--- config.mk ---
export PLATFORM = sky130hd
export DESIGN_NAME = jk_injector
export DESIGN_NICKNAME = d
export VERILOG_FILES = /design/src/rtl/jk_pkg.sv /design/src/rtl/jk_wr_decode.sv /design/src/rtl/jk_map_store.sv /design/src/rtl/jk_merge.sv /design/src/rtl/jk_injector.sv
export SDC_FILE = /design/constraint.sdc
export NUM_CORES = 1
export LEC_CHECK = 0
export CORE_MARGIN = 3
export CORE_UTILIZATION = 33
export DETAILED_ROUTE_END_ITERATION = 8
export DONT_BUFFER_PORTS = 1
export PLACE_DENSITY = 0.52
export SLEW_MARGIN = 15
export SYNTH_ARGS = -nofsm -noshare
export SYNTH_HDL_FRONTEND = slang
export SYNTH_HIERARCHICAL = 1
export SYNTH_SLANG_ARGS = --single-unit
--- constraint.sdc ---
create_clock -name clk -period 4.05 [get_ports clk]
set_input_delay 0.2025 -clock clk [delete_from_list [all_inputs] [get_ports clk]]
set_output_delay 0.2025 -clock clk [all_outputs]
set_load 0.05 [all_outputs]
--- src/rtl/jk_pkg.sv ---
package jk_pkg;
  localparam int BYTE_W = 8;
  localparam logic [3:0] MAP_WR_CODE = 4'b1011;

  typedef logic [BYTE_W-1:0] byte_t;
endpackage

--- src/rtl/jk_wr_decode.sv ---
module jk_wr_decode
  import jk_pkg::*;
#(
  parameter int NUM_INPUTS = 16,
  parameter int ADDR_W     = 16,
  localparam int IDX_W     = $clog2(2 * NUM_INPUTS)
) (
  input  logic                  mem_wr,
  input  byte_t                 ctrl_reg,
  input  logic [ADDR_W-1:0]     mem_addr,
  output logic                  wr_hit,
  output logic [NUM_INPUTS-1:0] col_we,
  output logic [NUM_INPUTS-1:0] row_we
);
  logic [IDX_W-1:0] idx;

  assign idx    = mem_addr[IDX_W-1:0];
  assign wr_hit = mem_wr && (ctrl_reg[7:4] == MAP_WR_CODE);

  for (genvar k = 0; k < NUM_INPUTS; k++) begin : g_we
    localparam logic [IDX_W-2:0] SLOT = (IDX_W-1)'(k);
    assign col_we[k] = wr_hit && (idx[IDX_W-1:1] == SLOT) && !idx[0];
    assign row_we[k] = wr_hit && (idx[IDX_W-1:1] == SLOT) &&  idx[0];
  end
endmodule

--- src/rtl/jk_map_store.sv ---
module jk_map_store
  import jk_pkg::*;
#(
  parameter int NUM_INPUTS = 16,
  parameter int ROW_W      = 5
) (
  input  logic                             clk,
  input  logic                             rst,
  input  logic [NUM_INPUTS-1:0]            col_we,
  input  logic [NUM_INPUTS-1:0]            row_we,
  input  byte_t                            wdata,
  output logic [NUM_INPUTS-1:0][BYTE_W-1:0] col_map,
  output logic [NUM_INPUTS-1:0][ROW_W-1:0]  row_map
);
  for (genvar k = 0; k < NUM_INPUTS; k++) begin : g_slot
    always_ff @(posedge clk) begin
      if (rst) begin
        col_map[k] <= '0;
        row_map[k] <= '0;
      end else begin
        if (col_we[k]) col_map[k] <= wdata;
        if (row_we[k]) row_map[k] <= wdata[ROW_W-1:0];
      end
    end
  end
endmodule

--- src/rtl/jk_merge.sv ---
module jk_merge
  import jk_pkg::*;
#(
  parameter int NUM_INPUTS = 16,
  parameter int ROW_W      = 5
) (
  input  logic [NUM_INPUTS-1:0]             joy,
  input  byte_t                             kb_addr_hi,
  input  logic [NUM_INPUTS-1:0][BYTE_W-1:0] col_map,
  input  logic [NUM_INPUTS-1:0][ROW_W-1:0]  row_map,
  output logic [ROW_W-1:0]                  pressed
);
  logic [NUM_INPUTS-1:0][ROW_W-1:0] contrib;

  for (genvar k = 0; k < NUM_INPUTS; k++) begin : g_in
    logic hit;
    assign hit        = joy[k] && (|(col_map[k] & ~kb_addr_hi));
    assign contrib[k] = hit ? row_map[k] : '0;
  end

  always_comb begin
    pressed = '0;
    for (int k = 0; k < NUM_INPUTS; k++) pressed = pressed | contrib[k];
  end
endmodule

--- src/rtl/jk_injector.sv ---
module jk_injector
  import jk_pkg::*;
#(
  parameter int NUM_INPUTS = 16,
  parameter int ROW_W      = 5,
  parameter int ADDR_W     = 16,
  localparam int IDX_W     = $clog2(2 * NUM_INPUTS)
) (
  input  logic                  clk,
  input  logic                  rst,
  input  logic [7:0]            ctrl_reg,
  input  logic                  mem_wr,
  input  logic [ADDR_W-1:0]     mem_addr,
  input  logic [7:0]            mem_wdata,
  input  logic                  kb_rd,
  input  logic [7:0]            kb_addr_hi,
  input  logic [NUM_INPUTS-1:0] joy,
  input  logic [ROW_W-1:0]      matrix_rows,
  output logic [ROW_W-1:0]      key_rows
);
  logic                             wr_hit;
  logic [NUM_INPUTS-1:0]            col_we;
  logic [NUM_INPUTS-1:0]            row_we;
  logic [NUM_INPUTS-1:0][BYTE_W-1:0] col_map;
  logic [NUM_INPUTS-1:0][ROW_W-1:0]  row_map;
  logic [ROW_W-1:0]                 pressed;

  jk_wr_decode #(.NUM_INPUTS(NUM_INPUTS), .ADDR_W(ADDR_W)) u_dec (
    .mem_wr(mem_wr), .ctrl_reg(ctrl_reg), .mem_addr(mem_addr),
    .wr_hit(wr_hit), .col_we(col_we), .row_we(row_we)
  );

  jk_map_store #(.NUM_INPUTS(NUM_INPUTS), .ROW_W(ROW_W)) u_store (
    .clk(clk), .rst(rst), .col_we(col_we), .row_we(row_we),
    .wdata(mem_wdata), .col_map(col_map), .row_map(row_map)
  );

  jk_merge #(.NUM_INPUTS(NUM_INPUTS), .ROW_W(ROW_W)) u_merge (
    .joy(joy), .kb_addr_hi(kb_addr_hi), .col_map(col_map),
    .row_map(row_map), .pressed(pressed)
  );

  always_ff @(posedge clk) begin
    if (rst)        key_rows <= '1;
    else if (kb_rd) key_rows <= matrix_rows & ~pressed;
  end

  initial begin
    assert (ADDR_W >= IDX_W && ROW_W <= BYTE_W)
      else $error("jk_injector: parameter set out of range");
  end

  AST_LOCKED_NO_WRITE: assert property (@(posedge clk) disable iff (rst)
    (mem_wr && ctrl_reg[7:4] != MAP_WR_CODE) |=> ($stable(col_map) && $stable(row_map)));

  AST_COL_CAPTURE: assert property (@(posedge clk) disable iff (rst)
    (wr_hit && !mem_addr[0]) |=> col_map[$past(mem_addr[IDX_W-1:1])] == $past(mem_wdata));

  AST_ROW_CAPTURE: assert property (@(posedge clk) disable iff (rst)
    (wr_hit && mem_addr[0]) |=> row_map[$past(mem_addr[IDX_W-1:1])] == $past(mem_wdata[ROW_W-1:0]));

  AST_IDLE_PASS: assert property (@(posedge clk) disable iff (rst)
    (kb_rd && joy == '0) |=> key_rows == $past(matrix_rows));

  AST_NO_FALSE_RELEASE: assert property (@(posedge clk) disable iff (rst)
    kb_rd |=> (key_rows & ~$past(matrix_rows)) == '0);

  AST_HOLD_IDLE: assert property (@(posedge clk) disable iff (rst)
    !kb_rd |=> $stable(key_rows));

  AST_RESET_CLEAR: assert property (@(posedge clk)
    rst |=> (col_map == '0 && row_map == '0 && key_rows == '1));
endmodule

; ---- Yosys cells after proc, flatten, opt, wreduce, memory -nomap -nowiden
; Cells that the tools add are included.
[totals]
n_memories = 0
ram_bits = 0
in_bits = 65
romBits = 0
latchBits = 0
regBits = 213
[classes]
n_reduce_logical = 83
n_bitwise = 34
multipliers = 0
addsub = 0
n_mux = 16
n_lt_le_gt_ge = 0
n_eq_ne = 16
div = 0
n_shift = 0
[ops]
columns = op, n
row1 = bitwise AND 8 bit, 16
row2 = OR reduction 8 bit, 16
row3 = two-way mux 5 bit, 16
row4 = OR 5 bit, 15
row5 = logical AND 1 bit, 65
row6 = equality test 4 bit (second input constant), 9
row7 = equality test 4 x 3 -> 1 bit (second input constant), 4
row8 = equality test 4 x 2 -> 1 bit (second input constant), 2
row9 = inverter 8 bit, 1
row10 = bitwise AND 5 bit, 1
row11 = inverter 5 bit, 1
row12 = equality test 4 x 1 -> 1 bit (second input constant), 1
row13 = logical NOT 4 bit, 1
row14 = logical NOT 1 bit, 1

; ---- Longest topological paths before layout
[depth]
ltp_word = 22
depth_mapped = 7

; ---- By module
; The synthesis kept the hierarchy.
[by_module_without_submodules]
columns = module, seq_area_each_um2, area_each_um2, instances, cells_each
row1 = jk_map_store, 4164.0, 7484.7, 1, 697
row2 = jk_merge, 0.0, 2098.3, 1, 288
row3 = jk_wr_decode, 0.0, 362.8, 1, 52
row4 = jk_injector, 100.1, 196.4, 1, 22

; ---- Worst setup path after synthesis
; No wires, ideal clock.
[synth_timing]
kind = register to register
start = register u_store/col_map[46] (netlist name)
end = register key_rows[3]
path_stages_with_launch = 7
arrival_time_ns = 1.646
path_slack_ns = 2.322
setup_ns = 0.082
required_ns = 3.968
path_cell_list = dfxtp_1 > nor2b_1 > a2111oi_2 > a21oi_1 > a2111oi_0 > nand4_1 > o221ai_1
[synth_between]
elab_chain_len = 17
[synth_lines]
columns = element, line
row1 = from (decl), jk_map_store.sv:12  ; output logic [NUM_INPUTS-1:0][BYTE_W-1:0] col_map,
row2 = "from (signal, indexed assignment)", jk_map_store.sv:21  ; if (col_we[k]) col_map[k] <= wdata;
row3 = bitwise AND 8 bit, jk_merge.sv:17  ; assign hit = joy[k] && (|(col_map[k] & ~kb_addr_hi));
row4 = OR reduction 8 bit, jk_merge.sv:17
row5 = logical AND 1 bit, jk_merge.sv:17
row6 = two-way mux 5 bit, jk_merge.sv:18  ; assign contrib[k] = hit ? row_map[k] : '0;
row7 = OR 5 bit (11 in series), jk_merge.sv:23  ; for (int k = 0; k < NUM_INPUTS; k++) pressed = pressed | contrib[k];
row8 = net pressed[3], jk_injector.sv:26  ; logic [ROW_W-1:0] pressed;
row9 = inverter 5 bit, jk_injector.sv:45  ; else if (kb_rd) key_rows <= matrix_rows & ~pressed;
row10 = bitwise AND 5 bit, jk_injector.sv:45
row11 = to (signal assigned), jk_injector.sv:45
row12 = to (decl), jk_injector.sv:19  ; output logic [ROW_W-1:0] key_rows
; The timed path passes the listed nets, and every way through them passes these cells.
; A chain may end at the register's enable or synchronous reset.

; ---- Final worst setup path
[layout_timing]
start = register u_store/col_map[74] (netlist name)
end = register key_rows[1]
[layout_between]
elab_chain_len = 13
[layout_lines]
columns = element, line
row1 = bitwise AND 8 bit, jk_merge.sv:17
row2 = OR reduction 8 bit, jk_merge.sv:17
row3 = logical AND 1 bit, jk_merge.sv:17
row4 = two-way mux 5 bit, jk_merge.sv:18
row5 = OR 5 bit (7 in series), jk_merge.sv:23
row6 = net pressed[1], jk_injector.sv:26
row7 = inverter 5 bit, jk_injector.sv:45
row8 = bitwise AND 5 bit, jk_injector.sv:45
; The timed path passes the listed nets, and every way through them passes these cells.

==> flow_summary.ini <==
[worst_setup_path]
reg2reg_depth = 7
crit_arrival_ns = 3.63
crit_path_max_incr_delay_ns = 0.72
timing.rr.end = key_rows[1]
crit_buf_inv = 1
crit_family = compound AO/OA/AOI/OAI gates
cp_max_fo = 5
rrSetupSlack_ns = 0.88
cp_slowest_cell = a2111oi_0
required_ns = 4.51
crit_chain = nor2b_1 > a2111oi_2 > a21oi_1 > a2111oi_0 > nand4_1 > o221ai_1 > dlygate4sd3_1
end_kind = register
start_kind = register
crit_type = reg2reg
r2r_start = u_store/col_map[74]

[detailed_routing]
num_vias = 7289
vias_per_cell = 5.08
post_drt_wl_per_cell_um = 20.9
routed_wl_um = 30000
drc = 0
dr.pass1.iters = 5
drt-initial-drc-count = 633
final_antenna_net_count = 0

[clock_tree]
clk_pin_slew_ns = 0.06
cts_buffers = 24
clockBufferDepth = 3
root_buffer = clkbuf_16
cts_tree = yes
clock-sinks = 213
clock_latency_ns = 0.52
htreeDepth = 1

[logic_synthesis]
ys_warn_count = 6
syn-mean-instance-area_um2 = 9.59
synthCells = 1057
synthesis.area_mm2 = 0.0101
synth_fp_nets = 1122

[worst_hold_path]
hold_start = mem_wdata[3]
min_path_type = in2reg
hold_end = u_store/row_map[8]
whs_path_depth = 3

[floorplan]
num_rows = 63
die_width_um = 181
die-area_mm2 = 0.0328
start_util_pct = 33.8
core_mm2 = 0.0300
top_level_ports = 70
die_h_um = 181

[final_layout]
final_cells = 1436
drive_above_1_share_pct = 9.56
n_antenna_cell = 0
final_cell_mix = dfxtp_1 (213), mux2i_1 (208), nor2_1 (208), nor2b_1 (73), nand2_1 (67)
fin_util_pct = 37.3
final_common_cell = dfxtp_1
area_growth_pct = 10.1
fin_nets = 1095

[sta]
slew_violations = 0
setup_viol = 0
fin_crit_sh_pct = 78.3
fin_crit_ns = 3.17
worst_pin_slew_ns = 1.09
tns_ns = 0
fin_ws_ns = 0.880
finalHoldViolCount = 0
max_slew_margin_pct = 26.9
rsz0062_at_grt = no
fmax_mhz = 315
fin_skew_ns = 0.0137

[global_routing]
grt_max_degree = 210
antenna_found_initial = 4
grt_pass1_wl_um = 44900
overflow = 0
track_usage_pct = 17.7
grt_pass1_vias = 7069

[placement]
dp_cells = 1378
io_buffers = 0
gp_congestion = 0.831
dp_slack_ns = 1.28
dpl.hpwl_um = 17900

[power]
irDropWorstVdd_mv = 0.351
powerDensity_mw_per_mm2 = 393
p_leak_nw = 3.54

[status]
status = finished, final reports clean

[job]
drv_cap = 0
[final cells by class]
type                            instances  area (um2)
Clock buffer                           39         738
Clock inverter                          3        15.0
Fill cell                            3073       18800
Inverter                               17        63.8
Multi-Input combinational cell        740        5230
Sequential cell                       213        4260
Tap cell                              390         488
Timing Repair Buffer                   34         363
[state kept, by name, indices dropped and copies added, names as in the netlist]
register,count
u_store/col_map,128
u_store/row_map,80
key_rows,5
[repair_timing]
action / in CTS / in global routing
endpoints found under the hold margin: 213 / 0
buffers inserted: 0 / 0
hold buffers: 16 / 0
setup endpoints to repair: 0 / 0
resized for setup: 0 / 0
[worst min-delay path, cell delays in order]
cell	delay [ns]
buf_12	0.17
mux2i_1	0.15
nor2_1	0.05
[through the flow]
stage / cell area, um2 / hold WS, ns / power [mW]
6_report: 11200 / 0.0975 / 4.38
5_1_grt: 11200 / 0.0906 / 4.51
4_1_cts: 11200 / 0.0793 / 4.43
3_5_place_dp: 10200 / 0.314 / 2.22
3_3_place_gp: 10200 / 0.299 / 2.22
2_1_floorplan: 10100 / 0.349 / 2.29
[per-layer routing]
layer | wire length [um] | up-vias | GRT usage (%)
met1 | 13500 | 3497 | 24.1
met2 | 13700 | 157 | 28.6
met3 | 2070 | 47 | 4.33
li1 | - | 3582 | -
met4 | 630 | 6 | 3.56
met5 | 45 | - | 0
[power by group]
| part | total [mW] | internal, mW | switching, mW |
|---|---|---|---|
| registers | 2.11 | 2.10 | 0.0148 |
| clock network | 2.10 | 1.24 | 0.865 |
| logic | 0.166 | 0.0400 | 0.126 |
| total | 4.38 | 3.38 | 1.01 |
[worst max-delay path by stage]
stage	depth (start not counted)	from	end
final	7	u_store/col_map[74]	key_rows[1]
after global routing	7	u_store/col_map[44]	key_rows[1]
after CTS	7	u_store/col_map[44]	key_rows[1]
after detailed placement	6	kb_addr_hi[3]	key_rows[0]
after global placement	6	kb_addr_hi[3]	key_rows[0]
after floorplan	6	u_store/col_map[46]	key_rows[3]
No activity file was read; power rests on OpenSTA's default activity.
